$ cat src/rtl/gpio_mask_pkg.sv
`timescale 1ns/1ps
package gpio_mask_pkg;

  // Byte offsets of the register window; software depends on these.
  localparam int unsigned OFF_MK_OUT  = 'h00;
  localparam int unsigned OFF_MK_IN   = 'h04;
  localparam int unsigned OFF_DATA_LO = 'h08;
  localparam int unsigned OFF_DATA_HI = 'h0C;
  localparam int unsigned OFF_LEVEL   = 'h10;

  typedef enum logic [2:0] {
    SEL_MK_OUT,
    SEL_MK_IN,
    SEL_DATA_LO,
    SEL_DATA_HI,
    SEL_LEVEL,
    SEL_NONE
  } reg_sel_e;

endpackage

$ cat src/rtl/gpio_mask_decode.sv
`timescale 1ns/1ps
module gpio_mask_decode
  import gpio_mask_pkg::*;
#(
  parameter int ADDR_W = 5
) (
  input  logic [ADDR_W-1:0] addr,
  output reg_sel_e          sel
);

  always_comb begin
    if (addr == ADDR_W'(OFF_MK_OUT))       sel = SEL_MK_OUT;
    else if (addr == ADDR_W'(OFF_MK_IN))   sel = SEL_MK_IN;
    else if (addr == ADDR_W'(OFF_DATA_LO)) sel = SEL_DATA_LO;
    else if (addr == ADDR_W'(OFF_DATA_HI)) sel = SEL_DATA_HI;
    else if (addr == ADDR_W'(OFF_LEVEL))   sel = SEL_LEVEL;
    else                                   sel = SEL_NONE;
  end

endmodule

$ cat src/rtl/gpio_mask_sync.sv
`timescale 1ns/1ps
module gpio_mask_sync #(
  parameter int WIDTH  = 32,
  parameter int STAGES = 2
) (
  input  logic             clk,
  input  logic             rst,
  input  logic [WIDTH-1:0] async_in,
  output logic [WIDTH-1:0] sync_out
);

  logic [WIDTH-1:0] chain [STAGES];

  generate
    for (genvar s = 0; s < STAGES; s++) begin : g_stage
      if (s == 0) begin : g_first
        always_ff @(posedge clk) begin
          if (rst) chain[0] <= '0;
          else     chain[0] <= async_in;
        end
      end else begin : g_next
        always_ff @(posedge clk) begin
          if (rst) chain[s] <= '0;
          else     chain[s] <= chain[s-1];
        end
      end
    end
  endgenerate

  assign sync_out = chain[STAGES-1];

endmodule

$ cat src/rtl/gpio_mask_state.sv
`timescale 1ns/1ps
module gpio_mask_state
  import gpio_mask_pkg::*;
#(
  parameter int DATA_W = 32
) (
  input  logic              clk,
  input  logic              rst,
  input  logic              wr_en,
  input  reg_sel_e          sel,
  input  logic [DATA_W-1:0] wdata,
  output logic [DATA_W-1:0] dir_q,
  output logic [DATA_W-1:0] out_q
);

  localparam int HALF = DATA_W / 2;

  logic [HALF-1:0] wr_mask;
  logic [HALF-1:0] wr_val;
  assign wr_mask = wdata[DATA_W-1:HALF];
  assign wr_val  = wdata[HALF-1:0];

  // Direction: separate set and clear strobes, never a whole-word write.
  always_ff @(posedge clk) begin
    if (rst) begin
      dir_q <= '0;
    end else if (wr_en) begin
      if (sel == SEL_MK_OUT)      dir_q <= dir_q | wdata;
      else if (sel == SEL_MK_IN)  dir_q <= dir_q & ~wdata;
    end
  end

  // Output data: one masked register per half of the port.
  generate
    for (genvar h = 0; h < 2; h++) begin : g_half
      localparam reg_sel_e HSEL = (h == 0) ? SEL_DATA_LO : SEL_DATA_HI;
      always_ff @(posedge clk) begin
        if (rst) begin
          out_q[h*HALF +: HALF] <= '0;
        end else if (wr_en && sel == HSEL) begin
          out_q[h*HALF +: HALF] <= (out_q[h*HALF +: HALF] & ~wr_mask)
                                 | (wr_val & wr_mask);
        end
      end
    end
  endgenerate

endmodule

$ cat src/rtl/gpio_mask_port.sv
`timescale 1ns/1ps
module gpio_mask_port
  import gpio_mask_pkg::*;
#(
  parameter int DATA_W      = 32,
  parameter int ADDR_W      = 5,
  parameter int SYNC_STAGES = 2
) (
  input  logic              clk,
  input  logic              rst,
  input  logic              wr_en,
  input  logic              rd_en,
  input  logic [ADDR_W-1:0] addr,
  input  logic [DATA_W-1:0] wdata,
  output logic [DATA_W-1:0] rdata,
  input  logic [DATA_W-1:0] pin_in,
  output logic [DATA_W-1:0] pin_oe,
  output logic [DATA_W-1:0] pin_out
);

  localparam int HALF = DATA_W / 2;

  reg_sel_e          sel;
  logic [DATA_W-1:0] dir_q;
  logic [DATA_W-1:0] out_q;
  logic [DATA_W-1:0] level_q;

  gpio_mask_decode #(.ADDR_W(ADDR_W)) u_decode (
    .addr (addr),
    .sel  (sel)
  );

  gpio_mask_state #(.DATA_W(DATA_W)) u_state (
    .clk   (clk),
    .rst   (rst),
    .wr_en (wr_en),
    .sel   (sel),
    .wdata (wdata),
    .dir_q (dir_q),
    .out_q (out_q)
  );

  gpio_mask_sync #(.WIDTH(DATA_W), .STAGES(SYNC_STAGES)) u_sync (
    .clk      (clk),
    .rst      (rst),
    .async_in (pin_in),
    .sync_out (level_q)
  );

  always_ff @(posedge clk) begin
    if (rst) begin
      rdata <= '0;
    end else if (rd_en) begin
      case (sel)
        SEL_MK_OUT,
        SEL_MK_IN:   rdata <= dir_q;
        SEL_DATA_LO: rdata <= {{HALF{1'b0}}, out_q[HALF-1:0]};
        SEL_DATA_HI: rdata <= {{HALF{1'b0}}, out_q[DATA_W-1:HALF]};
        SEL_LEVEL:   rdata <= level_q;
        default:     rdata <= '0;
      endcase
    end
  end

  assign pin_oe  = dir_q;
  assign pin_out = out_q;

endmodule

$ cat config.mk
export PLATFORM = sky130hd
export DESIGN_NAME = gpio_mask_port
export DESIGN_NICKNAME = d
export VERILOG_FILES = /design/src/rtl/gpio_mask_pkg.sv /design/src/rtl/gpio_mask_decode.sv /design/src/rtl/gpio_mask_sync.sv /design/src/rtl/gpio_mask_state.sv /design/src/rtl/gpio_mask_port.sv
export SDC_FILE = /design/constraint.sdc
export NUM_CORES = 1
export LEC_CHECK = 0
export ABC_AREA = 1
export BUFFER_PORTS_ARGS = -buffer_cell sky130_fd_sc_hd__buf_2
export CELL_PAD_IN_SITES_DETAIL_PLACEMENT = 1
export CELL_PAD_IN_SITES_GLOBAL_PLACEMENT = 1
export CORE_MARGIN = 5
export CORE_UTILIZATION = 37
export CTS_CLUSTER_DIAMETER = 40
export DETAILED_ROUTE_END_ITERATION = 6
export PLACE_DENSITY = 0.88
export SYNTH_ARGS = -nofsm -noshare
export SYNTH_HDL_FRONTEND = slang
export SYNTH_SLANG_ARGS = --single-unit
$ cat constraint.sdc
create_clock -name clk -period 1.65 [get_ports clk]
set_input_delay 0.33 -clock clk [delete_from_list [all_inputs] [get_ports clk]]
set_output_delay 0.33 -clock clk [all_outputs]
set_load 0.03 [all_outputs]
==> impl_metrics.yaml, run 1 <==
drt:
  ant_nets: 0
  first_pass_iters: 4
  drt_iter0_drc: 443
  wl_per_cell_um: 17.9
  vias: 6492
  drt_wl_total_um: 22300
  viasPerCell: 5.23
  drc: 0
yosys:
  synthCells: 843
  yosysTopAreaCellShare_pct: 50.4
  synth_simple_gate_area_share_pct: 27.1
  synthXorXnorAreaFrac_pct: 0
  synth_top_family_by_area: "simple AND/OR/NAND/NOR gates"
  synth.distinct_cells: 21
  yosysWarnings: 0
  yosys.area.top_type: "dfxtp_1"
  synthMuxAreaShare_pct: 0
  yosysSeqAreaShare_pct: 50.4
  synthAdderAreaFrac_pct: 0
  synth_area_mm2: 0.00636
  synth_compound_area_share_pct: 11.6
  synth-seq-cells: 160
  yosys-top-cells-area: "dfxtp_1, nand2_1, a21oi_1"
  synth_fp_nets: 916
  avgSynthCellArea_um2: 7.55
global_routing:
  grt_pass1_vias: 6693
  grt_max_degree: 79
  grt_pass1_wl_um: 35600
  grt_usage_pct: 22.7
  grt.overflow.total: 0
  antenna_found_initial: 0
critical_path:
  required_ns: 1.32
  path_delay_family: "flip-flops"
  crit_fanout: 3
  cpMaxStageDelayCell: "dfxtp_1"
  critPathLaunchType: "flop"
  cp.arrival_ns: 1.09
  cp-end-kind: "output port"
  max_stage_delay_ns: 0.42
  path_cells: "buf_2"
  path_buf_inv: 1
  path_class: "reg2out"
sta:
  setup_viol: 0
  max_freq_mhz: 705
  drv_slew: 0
  fin_crit_sh_pct: 85.9
  grt_setup_unrepaired: "false"
  worstMarginPinSlew_ns: 0.494
  worst_hold_slack_ns: 0.0885
  hold_violations: 0
  period_needed_ns: 1.42
  clock-skew-final_ns: 0.00894
  slew_headroom_pct: 67.0
placed_design:
  gp_congestion: 0.782
  dp_hpwl_um: 16000
  dp_cells: 1210
  portBuffers: 168
final_layout:
  fin_util_pct: 47.6
  multi_input_area_mm2: 0.00247
  fillCellCount: 2202
  final-seq-area_mm2: 0.00320
  drive_above_1_share_pct: 24.0
  diodes: 0
  synthToLayoutAreaGrowth_pct: 27.5
  nNetsFinal: 1077
  fin_cells: 1242
floorplanning:
  die-area_mm2: 0.0199
  die_y_um: 141
  initial_core_util_pct: 37.3
  core_area_mm2: 0.0171
  rows: 48
  io-pin-count: 169
  die_x_um: 141
worst_hold_path:
  min_from: "pin_in[27]"
  hold_class: "in2reg"
clock_network:
  cts.clk_slew.worst_paths_ns: 0.07
  hold_buffers: 0
  cts_buffers: 17
  cts.sinks: 160
  cts_root_buffer: "clkbuf_16"
  ctsHtreeMaxLevel: 4
  cts_buffer_depth: 2
  cts_tree: "built"
  post_cts_resized: 0
  post-cts-setup-buffers: 0
  clk_latency_ns: 0.44
job:
  drv_cap: 0
power_and_ir_drop:
  p_leak_uw: 0.00354
  ir_drop_mv: 0.738
  powerDensity_mw_per_mm2: 1040
status:
  run_status: "completed"
## per-stage QoR
stage | instance area [um2] | setup TNS, ns | worst slack [ns] | total power, uW
after floorplan | 6360 | 0 | 0.306 | 4330
after global placement | 7520 | 0 | 0.0600 | 4610
after detailed placement | 7520 | -0.0495 | -0.0246 | 4630
after CTS | 8110 | 0 | 0.229 | 8490
after global routing | 8110 | 0 | 0.199 | 8740
final | 8110 | 0 | 0.232 | 8440
## final cells by class
| class | count | area share, % |
|---|---|---|
| multi-input cells | 524 | 30.4 |
| repair buffers | 199 | 14.7 |
| clock inverters | 15 | 2.01 |
| inverters | 102 | 4.72 |
| clock buffers | 17 | 5.24 |
| flip-flops and latches | 160 | 39.5 |
| well taps | 225 | 3.47 |
## layer usage
metal / wire, um / track usage [%] / vias to the layer above
li1: - / - / 3077
met1: 9630 / 28.4 / 3198
met2: 11000 / 38.7 / 185
met3: 1180 / 5.05 / 32
met4: 469 / 7.70 / 0
met5: 0 / 0 / -
## placed cells by master (no fill, tap or decap)
cell type     n
buf_2       167
o21ai_0      32
nand2_1     193
nor2_4        6
clkinv_4      2
clkinvlp_4    1
nor2_1       64
nand4_1      64
buf_12        9
clkbuf_16    17
clkinv_1      1
inv_2         2
inv_8         4
nor2_2        1
nand3_2       3
clkinv_8      3
o22ai_1      16
buf_4        23
a21oi_1      96
inv_6         5
inv_1        99
nand3_1      48
dfxtp_1     160
nand3_4       1
## power by group
group          switching [uW]  internal [uW]
combinational             400            179
sequential               29.6           3940
clock                    1860           2030
total                    2290           6150
## Yosys cell counts
cell type	number
o21ai_0	32
nand3_1	48
dfxtp_1	160
a21oi_1	96
clkbuf_2	1
buf_1	8
inv_2	2
clkbuf_1	20
buf_2	14
buf_6	6
buf_4	8
nand2_1	193
nor2_1	64
clkinv_1	1
nand3_2	3
nand3_4	1
nor2_4	6
nor2_2	1
o22ai_1	16
inv_1	99
nand4_1	64
## path summary, 6_finish.rpt
kind                            cells after the start                              to  slack [ns]
worst min-delay path                                3  u_sync.chain[0][27]$_SDFF_PP0_        0.09
worst min register to register                      2   u_sync.chain[1][0]$_SDFF_PP0_        0.40
worst max-delay path                                1                      pin_oe[15]        0.23
worst max register to register                      5          rdata[11]$_SDFFE_PP0P_        0.61
## cells by family (layout without fill, tap and decap cells)
group / count (synthesis) / after routing
AND/OR/NAND/NOR: 380 / 380
flip-flops: 160 / 160
buffers and inverters: 159 / 333
AO/OA/AOI/OAI: 144 / 144
Note: power is estimated with default switching activity, not from simulation.
==> inputs of run 2 (changes only) <==
Clock period 1.65 ns to 1.4 ns, I/O delays scaled along.
==> run 2 against run 1 <==
Net effect:
- combinational power up 22%
- hold slack worse by 0.049 ns
- first-iteration DRC count decreased by 13%
- cell area rose by 1.9%
- critical path depth unchanged
- sequential share of layout area shrank 0.74 points
- largest cell class unchanged
- largest power group is now the clock network
==> impl_metrics.yaml, run 2 (synthesis gave the netlist of run 1 again) <==
drt:
  dr_wl_met3_um: 1470
  vias: 6467
  drt_wl_total_um: 22300
  highest_layer: "met4"
  ant_nets: 0
  drc: 0
  wl_met2_um: 11000
  drt_iter0_drc: 386
  wl_met1_um: 9310
  first_pass_iters: 4
  viasPerCell: 5.18
  wl_per_cell_um: 17.9
sta:
  fin_crit_sh_pct: 96.9
  slew_headroom_pct: 69.0
  max_freq_mhz: 737
  clock-skew-final_ns: 0.0136
  grt_setup_unrepaired: "false"
  worstMarginPinSlew_ns: 0.465
  period_needed_ns: 1.36
  setup_viol: 0
  finalWorstSetupSlack_ns: 0.0431
  fin_tns_setup_ns: 0
  hold_violations: 0
  drv_slew: 0
clock_network:
  cts_buffer_depth: 2
  cts.sinks: 160
  ctsHtreeMaxLevel: 4
  clk_latency_ns: 0.43
  cts.clk_slew.worst_paths_ns: 0.07
  post_cts_resized: 0
  hold_buffers: 0
  post-cts-setup-buffers: 0
  cts_root_buffer: "clkbuf_16"
  cts_tree: "built"
  cts_buffers: 17
worst_hold_path:
  hold_class: "in2reg"
  min_from: "pin_in[26]"
final_layout:
  final_cell_mix: "nand2_1, buf_2, dfxtp_1"
  final_area_mm2: 0.00827
  final-seq-area_mm2: 0.00320
  final_common_cell: "nand2_1"
  fillCellCount: 2142
  synthToLayoutAreaGrowth_pct: 30.0
  drive_above_1_share_pct: 24.4
  nNetsFinal: 1083
  diodes: 0
  multi_input_area_mm2: 0.00247
critical_path:
  path_class: "reg2out"
  required_ns: 1.12
  path_cells: "buf_2"
  path_buf_inv: 1
  cp.arrival_ns: 1.08
  critPathLaunchType: "flop"
  max_stage_delay_ns: 0.41
  path_delay_family: "flip-flops"
  cpMaxStageDelayCell: "dfxtp_1"
  cp-end-kind: "output port"
  crit_fanout: 3
floorplanning:
  io-pin-count: 169
  die-area_mm2: 0.0199
  initial_core_util_pct: 37.3
  core_area_mm2: 0.0171
  die_x_um: 141
  die_y_um: 141
  rows: 48
power_and_ir_drop:
  powerDensity_mw_per_mm2: 1260
  ir_drop_mv: 0.956
  p_leak_uw: 0.00362
placed_design:
  dpl_worst_slack_ns: -0.224
  dp_hpwl_um: 16000
  portBuffers: 168
  placed_area_mm2: 0.00763
  gp_congestion: 0.777
global_routing:
  grt_max_degree: 79
  grt.overflow.total: 0
  grt_usage_pct: 22.3
  antenna_found_initial: 0
  grt_pass1_vias: 6627
  grt_pass1_wl_um: 35100
status:
  run_status: "completed"
job:
  drv_cap: 0
[run 2: layout make-up]
type | instances | area share (%)
Tap cell | 225 | 3.41
Clock buffer | 17 | 5.15
Timing Repair Buffer | 205 | 15.7
Clock inverter | 15 | 2.54
Multi-Input combinational cell | 524 | 29.8
Inverter | 102 | 4.63
Sequential cell | 160 | 38.7
[run 2: power by group]
group	internal (uW)	switching, uW	total (uW)
clock network	2910	2130	5040
logic	234	473	708
registers	4650	35.1	4680
total	7790	2640	10400
[run 2: metal layers]
metal	track usage (%)	vias up
met5	0	-
met4	8.41	0
met3	5.33	41
met2	37.8	220
met1	27.6	3127
li1	-	3079
[run 2: stage by stage]
step                      instances  power (uW)  util, %  hold WS [ns]
after global routing           1248       10800     48.5        0.0295
after floorplan                 843        5110        -         0.387
after global placement         1216        5470     44.7         0.391
after detailed placement       1216        5490     44.7         0.395
after CTS                      1248       10500     48.5        0.0252
final                          1248       10400     48.5        0.0391
[run 2: final timing paths]
| kind | end | slack, ns | cells after the start |
|---|---|---|---|
| setup / recovery | pin_out[14] | 0.04 | 1 |
| setup reg to reg | rdata[11]$_SDFFE_PP0P_ | 0.34 | 5 |
| hold / removal | u_sync.chain[0][26]$_SDFF_PP0_ | 0.04 | 3 |
| hold reg to reg | u_sync.chain[1][29]$_SDFF_PP0_ | 0.41 | 2 |
